[src/rtl/osf_pkg.sv]
package osf_pkg;

    typedef enum logic {
        OSC_STOPPED = 1'b0,
        OSC_RUNNING = 1'b1
    } osc_state_e;

    typedef struct packed {
        logic level;
        logic rise;
    } osc_sample_t;

    function automatic int unsigned cnt_width(input int unsigned maxv);
        return (maxv < 2) ? 1 : $clog2(maxv + 1);
    endfunction

endpackage

[src/rtl/osf_edge_sync.sv]
module osf_edge_sync
    import osf_pkg::*;
#(
    parameter int unsigned SYNC_STAGES = 2
) (
    input  logic        clk,
    input  logic        rst,
    input  logic        osc_in,
    output osc_sample_t sample
);
    // Synchronizer chain plus one extra stage for edge detection.
    logic [SYNC_STAGES:0] pipe;

    always_ff @(posedge clk) begin
        if (rst) pipe <= '0;
        else     pipe <= {pipe[SYNC_STAGES-1:0], osc_in};
    end

    always_comb begin
        sample.level = pipe[SYNC_STAGES-1];
        sample.rise  = pipe[SYNC_STAGES-1] & ~pipe[SYNC_STAGES];
    end
endmodule

[src/rtl/osf_activity.sv]
module osf_activity
    import osf_pkg::*;
#(
    parameter int unsigned TIMEOUT    = 8192,
    parameter int unsigned GOOD_EDGES = 8
) (
    input  logic        clk,
    input  logic        rst,
    input  osc_sample_t sample,
    output osc_state_e  state
);
    localparam int unsigned GAP_W  = cnt_width(TIMEOUT);
    localparam int unsigned GOOD_W = cnt_width(GOOD_EDGES);
    localparam logic [GAP_W-1:0]  GAP_MAX  = GAP_W'(TIMEOUT);
    localparam logic [GOOD_W-1:0] GOOD_MAX = GOOD_W'(GOOD_EDGES);

    logic [GAP_W-1:0]  gap_q,  gap_d;
    logic [GOOD_W-1:0] good_q, good_d;
    osc_state_e        st_q,   st_d;
    logic              late;

    assign late = (gap_q == GAP_MAX);

    always_comb begin
        gap_d  = gap_q;
        good_d = good_q;
        st_d   = st_q;
        if (sample.rise) begin
            // Edge inside the window (up to and including TIMEOUT).
            gap_d  = '0;
            good_d = (good_q == GOOD_MAX) ? good_q : good_q + 1'b1;
            if (good_d == GOOD_MAX) st_d = OSC_RUNNING;
        end else if (late) begin
            // Window expired: stopped, qualification restarts.
            good_d = '0;
            st_d   = OSC_STOPPED;
        end else begin
            gap_d = gap_q + 1'b1;
        end
    end

    always_ff @(posedge clk) begin
        if (rst) begin
            gap_q  <= '0;
            good_q <= '0;
            st_q   <= OSC_STOPPED;
        end else begin
            gap_q  <= gap_d;
            good_q <= good_d;
            st_q   <= st_d;
        end
    end

    assign state = st_q;
endmodule

[src/rtl/osf_flag.sv]
module osf_flag
    import osf_pkg::*;
(
    input  logic       clk,
    input  logic       rst,
    input  osc_state_e state,
    input  logic       clr_req,
    output logic       flag
);
    // Set has priority over clear; a clear counts only while running.
    always_ff @(posedge clk) begin
        if (rst)                        flag <= 1'b1;
        else if (state != OSC_RUNNING)  flag <= 1'b1;
        else if (clr_req)               flag <= 1'b0;
    end
endmodule

[src/rtl/osc_integrity_flag.sv]
module osc_integrity_flag
    import osf_pkg::*;
#(
    parameter int unsigned TIMEOUT     = 8192,
    parameter int unsigned GOOD_EDGES  = 8,
    parameter int unsigned SYNC_STAGES = 2,
    parameter int unsigned SEC_W       = 7
) (
    input  logic             clk,
    input  logic             rst,
    input  logic             osc_in,
    input  logic             clr_req,
    input  logic [SEC_W-1:0] sec_bcd,
    output logic [SEC_W:0]   sec_reg,
    output logic             osc_running,
    output logic             integrity_lost
);
    osc_sample_t sample;
    osc_state_e  state;

    osf_edge_sync #(.SYNC_STAGES(SYNC_STAGES)) u_sync (
        .clk    (clk),
        .rst    (rst),
        .osc_in (osc_in),
        .sample (sample)
    );

    osf_activity #(.TIMEOUT(TIMEOUT), .GOOD_EDGES(GOOD_EDGES)) u_act (
        .clk    (clk),
        .rst    (rst),
        .sample (sample),
        .state  (state)
    );

    osf_flag u_flag (
        .clk     (clk),
        .rst     (rst),
        .state   (state),
        .clr_req (clr_req),
        .flag    (integrity_lost)
    );

    assign osc_running = (state == OSC_RUNNING);
    assign sec_reg     = {integrity_lost, sec_bcd};
endmodule

[config.mk]
export PLATFORM = sky130hd
export DESIGN_NAME = osc_integrity_flag
export DESIGN_NICKNAME = d
export VERILOG_FILES = /design/src/rtl/osf_pkg.sv /design/src/rtl/osf_edge_sync.sv /design/src/rtl/osf_activity.sv /design/src/rtl/osf_flag.sv /design/src/rtl/osc_integrity_flag.sv
export SDC_FILE = /design/constraint.sdc
export NUM_CORES = 1
export LEC_CHECK = 0
export BUFFER_PORTS_ARGS = -buffer_cell sky130_fd_sc_hd__clkbuf_2
export CORE_MARGIN = 5
export CORE_UTILIZATION = 48
export CTS_BUF_LIST = sky130_fd_sc_hd__clkbuf_16
export CTS_CLUSTER_SIZE = 12
export DETAILED_ROUTE_END_ITERATION = 6
export PLACE_DENSITY = 0.78
export SLEW_MARGIN = 20
export SYNTH_ARGS = -nofsm -noshare
export SYNTH_HDL_FRONTEND = slang
export SYNTH_SLANG_ARGS = --single-unit
[constraint.sdc]
create_clock -name clk -period 1.95 [get_ports clk]
set_clock_uncertainty 0.15 [all_clocks]
set_input_delay 0.0975 -clock clk [delete_from_list [all_inputs] [get_ports clk]]
set_output_delay 0.0975 -clock clk [all_outputs]
set_load 0.02 [all_outputs]
==> results.sh, run 1 <==
export IMPL_cts_made_buffers=3
export IMPL_cts_tree="yes"
export IMPL_synth_area_per_cell_um2=8.81
export IMPL_hp_start="sec_bcd[2]"
export IMPL_cp_start_kind="flip-flop"
export IMPL_drt_total_wl_um=2080
export IMPL_grt_pass1_vias=850
export IMPL_power_density_nw_per_um2=774
export IMPL_grt_pass1_wl_um=3620
export IMPL_seq_area_frac_synth=0.396
export IMPL_grt_overflow=0
export IMPL_required_ps=1930
export IMPL_worst_slew_pin_slew_ps=562
export IMPL_synthesis_nets=147
export IMPL_hold_end="sec_reg[2]"
export IMPL_clkSinkCount=23
export IMPL_fin_crit_sh=0.871
export IMPL_finalHoldViolCount=0
export IMPL_path_class="flip-flop to flip-flop"
export IMPL_muxShareOfSynthArea=0.00861
export IMPL_clk_pin_slew_worst_paths_ps=60
export IMPL_ir_worst_vdd_uv=509
export IMPL_ant_nets=0
export IMPL_drive_above_1_share=0.126
export IMPL_antenna_found_initial=0
export IMPL_max_freq_ghz=0.589
export IMPL_h_tree_depth=1
export IMPL_core_area_um2=2250
export IMPL_synth_compound_area_share=0.0818
export IMPL_row_count=17
export IMPL_antennaDiodeCount=0
export IMPL_crit_arrival_ps=1680
export IMPL_grt_use_total=0.135
export IMPL_postCtsSetupBuffers=0
export IMPL_synth_area_leaders="dfxtp_1 (40%), xnor2_1 (5.3%), buf_4 (5.2%)"
export IMPL_grt_max_degree=15
export IMPL_reg2reg_slack_ps=250
export IMPL_ys_warn_count=0
export IMPL_synthSimpleGateAreaFrac=0.302
export IMPL_worstReg2RegEnd="u_act.good_q[3]$_SDFFE_PP0P_"
export IMPL_fin_crit_ps=1700
export IMPL_crit_path_end_kind="flip-flop"
export IMPL_synth_top_family_by_area="simple AND/OR/NAND/NOR gates"
export IMPL_wl_per_cell_um=12.7
export IMPL_fin_ws_ps=252
export IMPL_ys_types=37
export IMPL_clockBufferDepth=2
export IMPL_r2r_cells=6
export IMPL_dieArea_um2=3510
export IMPL_drc=0
export IMPL_die_w_um=59.2
export IMPL_vias=909
export IMPL_viasPerCell=5.58
export IMPL_dp_hpwl_um=1490
export IMPL_pre_cts_ws_ps=260
export IMPL_cts_hold_repair_buffers=3
export IMPL_p_leak_nw=0.463
export IMPL_post_cts_resized=0
export IMPL_drt_iter0_drc=23
export IMPL_synth_seq_cells=23
export IMPL_synth_xor_area_share=0.0829
export IMPL_nets=151
export IMPL_hold_ws_ps=45.0
export IMPL_synthCells=132
export IMPL_final_setup_viol_count=0
export IMPL_worstPathMaxFanout=8
export IMPL_die_h_um=59.2
export IMPL_routabilityCongestion=0.828
export IMPL_start_util=0.516
export IMPL_clock_latency_ps=260
export IMPL_reg2reg_from="u_act.gap_q[0]$_SDFFE_PP0N_"
export IMPL_hold_class="input port to output port"
export IMPL_status="completed"
export IMPL_drv_slew=0
export IMPL_netlist_area_um2=1160
export IMPL_io_pins=21
export IMPL_drt_pass1_iterations=4
export IMPL_netlist_area_leader_share=0.396
export IMPL_syn_to_final_growth_pct=9.15
export IMPL_slew_headroom=0.626
export IMPL_fillCellCount=200
export IMPL_cts_root_buf="clkbuf_16"
export IMPL_total_power_w=0.000982
export IMPL_setup_tns_ps=0
export IMPL_yosys_area_top_type="dfxtp_1"
export IMPL_hold_depth=0
export IMPL_grt_setup_unrepaired="no"
export IMPL_io_buffer_count=6
export IMPL_synthAdderAreaFrac=0.0431
export IMPL_cap_viol_max_count=0
==> cell usage in the layout, fill, tap and decap left out, drive strengths merged <==
cell type / n
a211o: 1
a21oi: 6
a311oi: 2
a31oi: 1
and3: 1
clkbuf: 9
clkinv: 1
dfxtp: 23
dlygate4sd3: 3
ha: 4
inv: 8
mux2i: 1
nand2: 8
nand2b: 1
nand3: 9
nand3b: 2
nand4: 4
nand4b: 1
nor2: 15
nor2b: 5
nor3: 5
nor3b: 1
nor4: 2
nor4bb: 1
o21a: 1
o21ai: 5
or2b: 1
or3: 2
or4: 1
xnor2: 7
xor2: 4
==> layer usage <==
layer | up-vias | global-route usage | routed length, um
met4 | 0 | 0.0906 | 65
li1 | 452 | - | -
met1 | 417 | 0.169 | 920
met2 | 29 | 0.206 | 948
met3 | 11 | 0.0261 | 141
met5 | - | 0 | 0
==> metrics by stage <==
step                      utilization  std cells  cell area (um^2)
after global placement          0.514        156              1160
after detailed placement        0.514        156              1160
after CTS                       0.563        163              1270
final                           0.563        163              1270
after global routing            0.563        163              1270
after floorplan                     -        132              1160
==> cells in the mapped netlist <==
cell type	number
nand2_1	8
a21oi_1	6
a211o_1	1
nand2b_1	1
nor3_1	4
a31oi_1	1
a311oi_1	2
nor2_1	14
nand4b_1	1
nand3_2	1
ha_1	4
dfxtp_1	23
and3_1	1
clkbuf_1	1
or4_1	1
nor4_1	1
nand3b_1	2
nor2_2	1
nand4_2	1
mux2i_1	1
nor4_2	1
buf_2	1
xor2_1	4
inv_1	8
o21ai_1	5
nand3_1	8
buf_4	8
xnor2_1	7
nand4_4	1
nor3b_2	1
or2b_1	1
nor4bb_1	1
nor2b_1	5
or3_1	2
nand4_1	2
o21a_1	1
nor3_2	1
==> cell type report <==
cell class	count	area, um^2	area share
flip-flops and latches	23	460	0.363
clock buffers	3	75.1	0.0592
repair buffers	9	60.1	0.0473
clock inverters	1	5.00	0.00394
inverters	8	30.0	0.0237
multi-input cells	91	603	0.475
well taps	28	35.0	0.0276
==> state kept, by name, summed over array words and instances, names as in the netlist <==
register      cells
u_flag.flag       1
u_act.state       1
u_act.good_q      4
u_sync.pipe       3
u_act.gap_q      14
==> where the power goes <==
part | switching, W | internal [W] | total, W
Combinational | 0.0000260 | 0.0000217 | 0.0000477
Clock | 0.000168 | 0.000276 | 0.000443
Sequential | 0.0000117 | 0.000479 | 0.000491
==> worst max-delay path, cell delays in order (launching register included) <==
cell and delay (ps):
dfxtp_1 380, inv_1 90, ha_1 140, nor4bb_1 260
nand4_2 270, nand2_1 180, a311oi_1 100
==> cell families after synthesis <==
group | Yosys count
fa+ha+maj | 4
mux | 1
simple gates | 59
buf+inv | 18
compound gates | 16
flops | 23
xor+xnor | 11
==> worst max path at each step <==
stage	cells past startpoint	slack (ps)	start	endpoint
CTS	6	250	u_act.gap_q[0]$_SDFFE_PP0N_	u_act.good_q[3]$_SDFFE_PP0P_
floorplan	4	370	u_act.good_q[0]$_SDFFE_PP0P_	u_act.state$_SDFFE_PP0P_
finish	6	250	u_act.gap_q[0]$_SDFFE_PP0N_	u_act.good_q[3]$_SDFFE_PP0P_
global route	6	120	u_act.gap_q[0]$_SDFFE_PP0N_	u_act.gap_q[0]$_SDFFE_PP0N_
detailed placement	6	260	u_act.gap_q[0]$_SDFFE_PP0N_	u_act.gap_q[1]$_SDFFE_PP0N_
global placement	4	300	u_act.good_q[0]$_SDFFE_PP0P_	u_act.state$_SDFFE_PP0P_
Note: power is estimated with default switching activity, not from simulation.
==> run 2: changes to the inputs <==
PLACE_DENSITY = 0.7   (was 0.78)
==> run 2 against run 1 <==
Clock-buffer cell count did not move. Power decreased by 0.56%. Worst hold slack about the same. Final area did not move.
==> results.sh, run 2 (synthesis results as in run 1) <==
export IMPL_cts_made_buffers=3
export IMPL_ant_nets=0
export IMPL_cap_viol_max_count=0
export IMPL_required_ps=1920
export IMPL_wl_met3_um=85
export IMPL_path_class="flip-flop to flip-flop"
export IMPL_wl_per_cell_um=13.3
export IMPL_die_w_um=59.2
export IMPL_final_util=0.563
export IMPL_mostFrequentLayoutCells="dfxtp_1 (23), nor2_1 (14), inv_1 (8), nand3_1 (8), nand2_1 (8)"
export IMPL_nets=151
export IMPL_fin_crit_ps=1730
export IMPL_clock_latency_ps=250
export IMPL_cts_root_buf="clkbuf_16"
export IMPL_clockBufferDepth=2
export IMPL_setup_tns_ps=0
export IMPL_drc=0
export IMPL_max_freq_ghz=0.577
export IMPL_syn_to_final_growth_pct=9.15
export IMPL_met2_length_um=984
export IMPL_biggestRegsByFlops="u_act.gap_q x14, u_act.good_q x4, u_sync.pipe x3"
export IMPL_grt_overflow=0
export IMPL_path_delay_family="simple AND/OR/NAND/NOR gates"
export IMPL_die_h_um=59.2
export IMPL_drt_met1_wl_um=1030
export IMPL_crit_arrival_ps=1700
export IMPL_drt_total_wl_um=2160
export IMPL_fin_crit_sh=0.889
export IMPL_clkSinkCount=23
export IMPL_crit_slowest_cell="dfxtp_1"
export IMPL_routed_top_layer="met4"
export IMPL_antenna_found_initial=0
export IMPL_hold_class="input port to output port"
export IMPL_antennaDiodeCount=0
export IMPL_cp_start_kind="flip-flop"
export IMPL_slew_headroom=0.600
export IMPL_fillCellCount=214
export IMPL_final_setup_viol_count=0
export IMPL_crit_path_end_kind="flip-flop"
export IMPL_power_density_nw_per_um2=769
export IMPL_start_util=0.516
export IMPL_finalHoldViolCount=0
export IMPL_multiInputGateArea_um2=603
export IMPL_dp_hpwl_um=1570
export IMPL_drv_slew=0
export IMPL_largest_register_ffs=14
export IMPL_grt_use_total=0.141
export IMPL_ir_worst_vdd_uv=719
export IMPL_crit_buf_inv=1
export IMPL_seqCellArea_um2=460
export IMPL_grt_setup_unrepaired="no"
export IMPL_postCtsSetupBuffers=0
export IMPL_cts_tree="yes"
export IMPL_drt_iter0_drc=13
export IMPL_final_common_cell="dfxtp_1"
export IMPL_p_leak_nw=0.463
export IMPL_drt_pass1_iterations=4
export IMPL_grt_max_degree=15
export IMPL_worst_slew_pin_slew_ps=600
export IMPL_core_area_um2=2250
export IMPL_drive_above_1_share=0.126
export IMPL_status="completed"
export IMPL_dieArea_um2=3510
export IMPL_io_pins=21
export IMPL_worstPathCellList="inv_1, ha_1, nor4bb_1, nand4_2, xnor2_1, nor2_1"
export IMPL_h_tree_depth=1
export IMPL_vias=902
export IMPL_row_count=17
export IMPL_grt_pass1_vias=854
export IMPL_viasPerCell=5.53
export IMPL_grt_pass1_wl_um=3800
export IMPL_largest_register="u_act.gap_q"
export IMPL_clk_pin_slew_worst_paths_ps=60
export IMPL_max_stage_delay_ps=380
export IMPL_post_cts_resized=0
export IMPL_io_buffer_count=6
export IMPL_routabilityCongestion=0.817
export IMPL_worstPathMaxFanout=8
==> run 2: cell counts in the layout (fill, tap and decap cells not counted) <==
Identical to the previous run, type by type.
==> run 2: final cells by class <==
type                            count  share of cell area
Clock buffer                        3              0.0592
Sequential cell                    23               0.363
Inverter                            8              0.0237
Tap cell                           28              0.0276
Multi-Input combinational cell     91               0.475
Timing Repair Buffer                9              0.0473
Clock inverter                      1             0.00394
==> run 2: metrics by stage <==
stage | hold WS [ps] | instances | setup slack, ps | power (W) | instance area, um^2
2_1_floorplan | 33.4 | 132 | 371 | 0.000552 | 1160
3_3_place_gp | 45.1 | 156 | 298 | 0.000540 | 1160
3_5_place_dp | 45.1 | 156 | 224 | 0.000543 | 1160
4_1_cts | 45.1 | 163 | 217 | 0.000983 | 1270
5_1_grt | 45.0 | 163 | 125 | 0.00101 | 1270
6_report | 45.0 | 163 | 217 | 0.000976 | 1270
==> run 2: final timing paths <==
| path | start | to | slack [ps] | depth (start not counted) |
|---|---|---|---|---|
| setup / recovery | u_act.gap_q[0]$_SDFFE_PP0N_ | u_act.gap_q[0]$_SDFFE_PP0N_ | 220 | 6 |
| hold / removal | sec_bcd[3] | sec_reg[3] | 50 | 0 |
| setup reg to reg | u_act.gap_q[0]$_SDFFE_PP0N_ | u_act.gap_q[0]$_SDFFE_PP0N_ | 220 | 6 |
| hold reg to reg | u_sync.pipe[0]$_SDFF_PP0_ | u_sync.pipe[1]$_SDFF_PP0_ | 290 | 1 |
==> run 2: where the power goes <==
part           total (W)  internal, W  switching, W
sequential      0.000491     0.000479     0.0000120
combinational  0.0000469    0.0000214     0.0000255
clock           0.000438     0.000276      0.000163
==> run 2: timing repair <==
item                                    CTS  global route
hold buffers                              3             0
endpoints found under the hold margin     5             0
endpoints found under the setup margin    0             0
==> run 2: worst reg2reg max path, stage by stage, from the launching register on <==
cell and delay (ps):
dfxtp_1 380, inv_1 80, ha_1 140, nor4bb_1 280
nand4_2 280, xnor2_1 230, nor2_1 60
==> run 2: metal layers <==
metal | vias to the layer above | track usage
met2 | 17 | 0.231
met4 | 0 | 0.0841
met5 | - | 0
li1 | 452 | -
met3 | 8 | 0.0305
met1 | 425 | 0.167
